===== config.mk =====
export PLATFORM = sky130hd
export DESIGN_NAME = fault_hub
export DESIGN_NICKNAME = d
export VERILOG_FILES = /design/src/rtl/fault_hub_pkg.sv /design/src/rtl/fault_hub_preg.sv /design/src/rtl/fault_hub_cfg.sv /design/src/rtl/fault_hub_sup.sv /design/src/rtl/fault_hub_pins.sv /design/src/rtl/fault_hub.sv
export SDC_FILE = /design/constraint.sdc
export NUM_CORES = 1
export LEC_CHECK = 0
export ABC_AREA = 1
export BUFFER_PORTS_ARGS = -buffer_cell sky130_fd_sc_hd__buf_2
export CAP_MARGIN = 25
export CELL_PAD_IN_SITES_DETAIL_PLACEMENT = 0
export CELL_PAD_IN_SITES_GLOBAL_PLACEMENT = 1
export CORE_MARGIN = 4
export CORE_UTILIZATION = 40
export DETAILED_ROUTE_END_ITERATION = 8
export PLACE_DENSITY = 0.85
export RECOVER_POWER = 100
export SLEW_MARGIN = 20
export SYNTH_ARGS = -nofsm -noshare
export SYNTH_HDL_FRONTEND = slang
export SYNTH_HIERARCHICAL = 1
export SYNTH_SLANG_ARGS = --single-unit
export TNS_END_PERCENT = 10

===== constraint.sdc =====
create_clock -name clk -period 2.2 [get_ports clk]
set_input_delay 0.11 -clock clk [delete_from_list [all_inputs] [get_ports clk]]
set_output_delay 0.11 -clock clk [all_outputs]
set_load 0.005 [all_outputs]

===== src/rtl/fault_hub_pkg.sv =====
package fault_hub_pkg;

    typedef enum logic [1:0] {
        ST_NORMAL = 2'd0,
        ST_CONFIG = 2'd1,
        ST_ALARM  = 2'd2,
        ST_FAULT  = 2'd3
    } hub_state_e;

    localparam logic [15:0] KEY_OPEN_A = 16'h5A5A;
    localparam logic [15:0] KEY_OPEN_B = 16'hA5A5;
    localparam logic [15:0] KEY_SHUT   = 16'h0F0F;
    localparam logic [15:0] KEY_CLEAR  = 16'hC1EA;

    localparam logic [1:0] ADR_KEY = 2'd0;
    localparam logic [1:0] ADR_ENA = 2'd1;
    localparam logic [1:0] ADR_IMM = 2'd2;
    localparam logic [1:0] ADR_DLY = 2'd3;

    localparam int INJ_BIT   = 15;
    // fixed reaction window, deliberately not a parameter
    localparam int SUP_LIMIT = 64;

endpackage


===== src/rtl/fault_hub_preg.sv =====
module fault_hub_preg #(
    parameter int           W       = 4,
    parameter logic [W-1:0] RST_VAL = '0
) (
    input  logic         clk,
    input  logic         rst_n,
    input  logic         wr,
    input  logic [W-1:0] din,
    input  logic         inj,
    output logic [W-1:0] q,
    output logic         bad
);
    logic par_q;

    always_ff @(posedge clk or negedge rst_n) begin
        if (!rst_n) begin
            q     <= RST_VAL;
            par_q <= ^RST_VAL;
        end else if (wr) begin
            q     <= din;
            par_q <= (^din) ^ inj;
        end
    end

    // even parity over data plus stored bit, checked every cycle
    assign bad = (^q) ^ par_q;
endmodule


===== src/rtl/fault_hub_cfg.sv =====
module fault_hub_cfg
    import fault_hub_pkg::*;
#(
    parameter int               N_SRC   = 4,
    parameter int               TMO_W   = 8,
    parameter logic [TMO_W-1:0] TMO_RST = 8'd15
) (
    input  logic             clk,
    input  logic             rst_n,
    input  logic             we,
    input  logic [1:0]       addr,
    input  logic [15:0]      wdata,
    input  hub_state_e       st,
    output logic [N_SRC-1:0] ena,
    output logic [N_SRC-1:0] imm,
    output logic [TMO_W-1:0] dly,
    output logic             open_req,
    output logic             shut_req,
    output logic             clr_req,
    output logic             par_err
);
    logic wr_ok;
    logic armed_q;
    logic bad_ena, bad_imm, bad_dly;
    logic key_wr;

    assign wr_ok  = we && (st == ST_CONFIG);
    assign key_wr = we && (addr == ADR_KEY);

    always_ff @(posedge clk or negedge rst_n) begin
        if (!rst_n) begin
            armed_q <= 1'b0;
        end else if (we) begin
            armed_q <= (addr == ADR_KEY) && (wdata == KEY_OPEN_A) && (st == ST_NORMAL);
        end
    end

    assign open_req = key_wr && armed_q && (wdata == KEY_OPEN_B) && (st == ST_NORMAL);
    assign shut_req = key_wr && (wdata == KEY_SHUT)  && (st == ST_CONFIG);
    assign clr_req  = key_wr && (wdata == KEY_CLEAR) && (st != ST_FAULT);

    fault_hub_preg #(.W(N_SRC), .RST_VAL('0)) u_ena (
        .clk(clk), .rst_n(rst_n), .wr(wr_ok && addr == ADR_ENA),
        .din(wdata[N_SRC-1:0]), .inj(wdata[INJ_BIT]), .q(ena), .bad(bad_ena)
    );

    fault_hub_preg #(.W(N_SRC), .RST_VAL('0)) u_imm (
        .clk(clk), .rst_n(rst_n), .wr(wr_ok && addr == ADR_IMM),
        .din(wdata[N_SRC-1:0]), .inj(wdata[INJ_BIT]), .q(imm), .bad(bad_imm)
    );

    fault_hub_preg #(.W(TMO_W), .RST_VAL(TMO_RST)) u_dly (
        .clk(clk), .rst_n(rst_n), .wr(wr_ok && addr == ADR_DLY),
        .din(wdata[TMO_W-1:0]), .inj(wdata[INJ_BIT]), .q(dly), .bad(bad_dly)
    );

    assign par_err = bad_ena | bad_imm | bad_dly;


    cfg_frozen_chk: assert property (@(posedge clk) disable iff (!rst_n)
        (st != ST_CONFIG) |=> $stable({ena, imm, dly}));
endmodule


===== src/rtl/fault_hub_sup.sv =====
module fault_hub_sup
    import fault_hub_pkg::*;
(
    input  logic clk,
    input  logic rst_n,
    input  logic in_fault,
    input  logic react_done,
    output logic rst_req
);
    localparam int            CW  = $clog2(SUP_LIMIT + 1);
    localparam logic [CW-1:0] LIM = CW'(SUP_LIMIT);

    logic [CW-1:0] cnt_q;
    logic          done_q;

    always_ff @(posedge clk or negedge rst_n) begin
        if (!rst_n) begin
            cnt_q  <= '0;
            done_q <= 1'b0;
        end else if (!in_fault) begin
            cnt_q  <= '0;
            done_q <= 1'b0;
        end else if (!done_q && cnt_q != LIM) begin
            if (react_done) done_q <= 1'b1;
            else            cnt_q  <= cnt_q + 1'b1;
        end
    end

    assign rst_req = in_fault && (cnt_q == LIM);


    rst_sticky_chk: assert property (@(posedge clk) disable iff (!rst_n)
        rst_req |=> rst_req);


    done_in_time_chk: assert property (@(posedge clk) disable iff (!rst_n)
        (in_fault && react_done && !rst_req) |=> !rst_req);
endmodule


===== src/rtl/fault_hub_pins.sv =====
module fault_hub_pins #(
    parameter int HALF = 4
) (
    input  logic clk,
    input  logic rst_n,
    input  logic in_fault,
    output logic pin_a,
    output logic pin_b
);
    localparam int            DW    = (HALF > 1) ? $clog2(HALF) : 1;
    localparam logic [DW-1:0] DLAST = DW'(HALF - 1);

    logic [DW-1:0] div_q;
    logic          ph_q;

    always_ff @(posedge clk or negedge rst_n) begin
        if (!rst_n) begin
            div_q <= '0;
            ph_q  <= 1'b0;
        end else if (div_q == DLAST) begin
            div_q <= '0;
            ph_q  <= ~ph_q;
        end else begin
            div_q <= div_q + 1'b1;
        end
    end

    assign pin_a = !in_fault &  ph_q;
    assign pin_b = !in_fault & ~ph_q;


    pin_hold_chk: assert property (@(posedge clk) disable iff (!rst_n)
        (div_q != DLAST) |=> $stable(ph_q));
endmodule


===== src/rtl/fault_hub.sv =====
module fault_hub
    import fault_hub_pkg::*;
#(
    parameter int               N_SRC    = 4,
    parameter int               TMO_W    = 8,
    parameter logic [TMO_W-1:0] TMO_RST  = 8'd15,
    parameter int               PIN_HALF = 4
) (
    input  logic             clk,
    input  logic             rst_n,
    input  logic [N_SRC-1:0] fault_in,
    input  logic             cfg_we,
    input  logic [1:0]       cfg_addr,
    input  logic [15:0]      cfg_wdata,
    input  logic             react_done,
    output logic             rst_req,
    output logic             irq,
    output logic             err_pin_a,
    output logic             err_pin_b
);
    hub_state_e       st_q, st_nx;
    logic [N_SRC-1:0] ena, imm, pend_q;
    logic [TMO_W-1:0] dly, alm_q;
    logic             open_req, shut_req, clr_req, par_err;
    logic             crit, alarm_hit, in_fault;

    fault_hub_cfg #(.N_SRC(N_SRC), .TMO_W(TMO_W), .TMO_RST(TMO_RST)) u_cfg (
        .clk(clk), .rst_n(rst_n), .we(cfg_we), .addr(cfg_addr), .wdata(cfg_wdata),
        .st(st_q), .ena(ena), .imm(imm), .dly(dly), .open_req(open_req),
        .shut_req(shut_req), .clr_req(clr_req), .par_err(par_err)
    );

    assign crit      = par_err | (|(fault_in & imm));
    assign alarm_hit = |(pend_q | (fault_in & ena));

    always_ff @(posedge clk or negedge rst_n) begin
        if (!rst_n)       pend_q <= '0;
        else if (clr_req) pend_q <= '0;
        else              pend_q <= pend_q | (fault_in & ena);
    end

    always_ff @(posedge clk or negedge rst_n) begin
        if (!rst_n)                 alm_q <= '0;
        else if (st_q != ST_ALARM)  alm_q <= '0;
        else                        alm_q <= alm_q + 1'b1;
    end

    always_comb begin
        st_nx = st_q;
        unique case (st_q)
            ST_NORMAL: begin
                if (crit)           st_nx = ST_FAULT;
                else if (clr_req)   st_nx = ST_NORMAL;
                else if (alarm_hit) st_nx = ST_ALARM;
                else if (open_req)  st_nx = ST_CONFIG;
            end
            ST_CONFIG: begin
                if (crit)          st_nx = ST_FAULT;
                else if (shut_req) st_nx = ST_NORMAL;
            end
            ST_ALARM: begin
                if (crit)              st_nx = ST_FAULT;
                else if (clr_req)      st_nx = ST_NORMAL;
                else if (alm_q == dly) st_nx = ST_FAULT;
            end
            ST_FAULT: st_nx = ST_FAULT;
        endcase
    end

    always_ff @(posedge clk or negedge rst_n) begin
        if (!rst_n) st_q <= ST_NORMAL;
        else        st_q <= st_nx;
    end

    always_comb begin
        irq      = (st_q == ST_ALARM);
        in_fault = (st_q == ST_FAULT);
    end

    fault_hub_sup u_sup (
        .clk(clk), .rst_n(rst_n), .in_fault(in_fault),
        .react_done(react_done), .rst_req(rst_req)
    );

    fault_hub_pins #(.HALF(PIN_HALF)) u_pins (
        .clk(clk), .rst_n(rst_n), .in_fault(in_fault),
        .pin_a(err_pin_a), .pin_b(err_pin_b)
    );


    fault_sticky_chk: assert property (@(posedge clk) disable iff (!rst_n)
        (st_q == ST_FAULT) |=> (st_q == ST_FAULT));


    alarm_cause_chk: assert property (@(posedge clk) disable iff (!rst_n)
        $rose(irq) |-> ($past(|pend_q) || $past(|(fault_in & ena))));


    alarm_bound_chk: assert property (@(posedge clk) disable iff (!rst_n)
        (st_q == ST_ALARM) |-> (alm_q <= dly));
endmodule


==> impl_metrics.env <==
export IMPL_wl_mm=6.276
export IMPL_clk_pin_slew_ns=0.08
export IMPL_cts_max_level=2
export IMPL_power_frac_comb=0.159
export IMPL_crit_required_ns=2.37
export IMPL_drt_iter0_drc=66
export IMPL_die_y_um=95.72
export IMPL_vias=2757
export IMPL_grt_max_degree=44
export IMPL_synthArstFlopShare=1.000
export IMPL_antenna_cells=0
export IMPL_dp_final_hpwl_mm=4.923
export IMPL_yosysMostFrequentCell="nand2_1"
export IMPL_vias_per_cell=4.572
export IMPL_maxSlewViolCount=0
export IMPL_die_area_um2=9162
export IMPL_wl_met1_mm=3.065
export IMPL_fmax_mhz=463.0
export IMPL_switching_share=0.2693
export IMPL_p_per_area_nw_per_um2=475.7
export IMPL_wl_met3_um=182
export IMPL_synth_warnings=6
export IMPL_end_kind="register"
export IMPL_wl_per_cell_um=10.41
export IMPL_critPathLaunchType="register"
export IMPL_max_cap_violations=0
export IMPL_worstPathArrival_ns=2.33
export IMPL_fin_crit_ns=2.160
export IMPL_dp_cells=593
export IMPL_period_share=0.9817
export IMPL_start_util=0.4177
export IMPL_cts_sinks=45
export IMPL_worst_slew_pin_slew_ns=1.172
export IMPL_final_cells=603
export IMPL_ys_flop_type="dfrtp_1"
export IMPL_wl_met2_mm=2.958
export IMPL_core_area_um2=7370
export IMPL_setup_tns_ns=0
export IMPL_avgSynthCellArea_um2=6.634
export IMPL_p_sw_mw=0.4455
export IMPL_drc=0
export IMPL_grt_pass1_wl_mm=11.15
export IMPL_netlist_instances=464
export IMPL_cts_buffers=5
export IMPL_cts_root_buffer="clkbuf_8"
export IMPL_clock_latency_ns=0.29
export IMPL_total_power_mw=1.654
export IMPL_synth_nets=494
export IMPL_antenna_found_initial=0
export IMPL_yosysSeqAreaShare=0.3675
export IMPL_ir_worst_vdd_mv=0.2144
export IMPL_synth_area_leaders="dfrtp_1 33%, nand2_1 21%, inv_1 8.8%, nor2_1 5.9%, nand3_1 3.7%"
export IMPL_gr_total_overflow=0
export IMPL_cp_max_fo=4
export IMPL_top_layer_used="met4"
export IMPL_synth_top_cell_area_share=0.3333
export IMPL_intPower_mw=1.209
export IMPL_area_growth_syn_to_layout_pct=12.97
export IMPL_hold_violations=0
export IMPL_p_leak_nw=1.847
export IMPL_syn_area_um2=3078
export IMPL_hold_class="in -> reg"
export IMPL_place_congestion=0.7680
export IMPL_drive_gt1_frac=0.1647
export IMPL_nNetsFinal=534
export IMPL_slew_headroom=0.2186
export IMPL_p_clk_frac=0.306
export IMPL_row_count=31
export IMPL_yosys_top_cells_count="176 x nand2_1, 72 x inv_1, 48 x nor2_1"
export IMPL_grtUsageTotal=0.1515
export IMPL_synthDominantAreaCellType="dfrtp_1"
export IMPL_pwr_share_seq=0.534
export IMPL_ff2ff_path_depth=14
export IMPL_ys_ff_latch=45
export IMPL_firstDrtPassIters=4
export IMPL_finalSetupViolCount=0
export IMPL_crit_type="reg -> reg"
export IMPL_synth_distinct_cells=29
export IMPL_hold_path_cell_count=3
export IMPL_pin_count=30
export IMPL_hold_slack_ns=0.09130
export IMPL_cts_buffer_depth=2
export IMPL_grt_pass1_vias=2562
export IMPL_rsz0062_at_grt="true"
export IMPL_die_x_um=95.72
export IMPL_cts_tree="done"
export IMPL_final_antenna_net_count=0
export IMPL_synth_edf_count=0
export IMPL_finClkSkew_ns=0.005595
export IMPL_portBuffers=29
export IMPL_status="finished, final reports clean"
-- final cells by class --
type,count,area [um2]
clock buffers,7,86.33
fillers,776,3892
inverters,83,311.5
multi-input cells,335,1643
flip-flops and latches,45,1131
well taps,99,123.9
repair buffers,34,181.4
-- routing by layer --
layer,up-vias,global-route usage
li1,1491,-
met1,1220,0.1938
met2,41,0.2698
met3,5,0.01876
met4,0,0.03910
met5,-,0
-- state kept, by name, indices dropped and copies added, names as in the netlist, 2 cells and up --
name / flops
u_pins/div_q: 2
u_cfg/u_imm/q: 4
u_cfg/u_ena/q: 4
pend_q: 4
u_cfg/u_dly/q: 8
alm_q: 8
u_sup/cnt_q: 7
st_q: 2
-- timing repair --
| item | CTS | global route |
|---|---|---|
| hold buffers | 1 | 0 |
| setup endpoints to repair | 0 | 2 |
| setup buffers | 0 | 1 |
| gates resized for setup | 0 | 4 |
| endpoints found under the hold margin | 6 | 0 |
-- critical path: stages, from the launching register on --
cell      delay [ns]
dfstp_2         0.58
xnor2_2         0.09
or2_1           0.23
nand3_2         0.07
nand2_1         0.05
nand2_1         0.05
nand2_1         0.04
or3_1           0.29
nand3b_1        0.17
nor2_2          0.15
inv_2           0.06
nor2_2          0.10
nand2_1         0.06
nand2_1         0.06
o21bai_1        0.06
-- path summary, 6_finish.rpt --
path	slack [ns]	to	from
setup / recovery	0.04	st_q[0]	u_cfg/u_dly/q[0]
hold reg to reg	0.44	u_pins/div_q[0]	u_pins/div_q[0]
hold / removal	0.09	pend_q[0]	fault_in[0]
setup reg to reg	0.04	st_q[0]	u_cfg/u_dly/q[0]
max in group asynchronous	0.30	u_cfg/u_dly/q[3]	rst_n
min in group asynchronous	0.58	alm_q[7]	rst_n
-- power groups by stage --
stage	clock, mW	sequential, mW	combinational (mW)
global placement	0	0.898	0.255
global route	0.551	0.888	0.313
floorplan	0	0.893	0.165
finish	0.506	0.884	0.264
CTS	0.525	0.884	0.263
detailed placement	0	0.900	0.260
-- cells by family (layout without fill, tap and decap cells) --
family / after synthesis / in the layout / share of synthesized area
and+or+nand+nor: 286 / 286 / 0.4102
buffers and inverters: 84 / 124 / 0.1028
DFF: 45 / 45 / 0.3675
AOI/OAI and AO/OA: 29 / 29 / 0.05041
xor gates and xnor gates: 16 / 16 / 0.05285
adders and majority gates: 4 / 4 / 0.01626
-- per-stage QoR --
step | util | cell area (um2) | setup slack, ns
4_1_cts | 0.4686 | 3453 | 0.006738
3_5_place_dp | 0.4555 | 3357 | 0.02462
2_1_floorplan | - | 3078 | 0.2000
5_1_grt | 0.4718 | 3477 | -0.1798
6_report | 0.4718 | 3477 | 0.04029
3_3_place_gp | 0.4555 | 3357 | 0.1313
-- cells in the final DEF (no fill, tap or decap) --
cell | netlist | final
clkbuf_8 | 0 | 6
xnor2_2 | 3 | 4
ha_1 | 4 | 4
nand2_2 | 2 | 2
dfstp_2 | 4 | 4
nor2_4 | 2 | 2
clkbuf_2 | 0 | 1
nand3b_4 | 1 | 1
a21oi_1 | 7 | 7
o21ai_1 | 10 | 10
inv_2 | 11 | 12
nor3_1 | 3 | 3
xnor2_1 | 7 | 6
nand4_1 | 6 | 6
dlygate4sd3_1 | 0 | 1
inv_1 | 72 | 71
clkbuf_1 | 0 | 2
or2_1 | 4 | 4
nand3_2 | 7 | 7
nand3_1 | 23 | 23
or3_1 | 1 | 1
o21ai_2 | 1 | 1
xor2_1 | 6 | 6
buf_2 | 1 | 28
nor2_1 | 48 | 46
nor2_2 | 6 | 8
nand2_1 | 176 | 176
o21ai_0 | 9 | 9
o21bai_1 | 1 | 1
nor3_2 | 3 | 3
a31o_2 | 1 | 1
dfrtp_1 | 41 | 41
nand3b_1 | 4 | 4
buf_4 | 0 | 3
No activity file was read; power rests on OpenSTA's default activity.
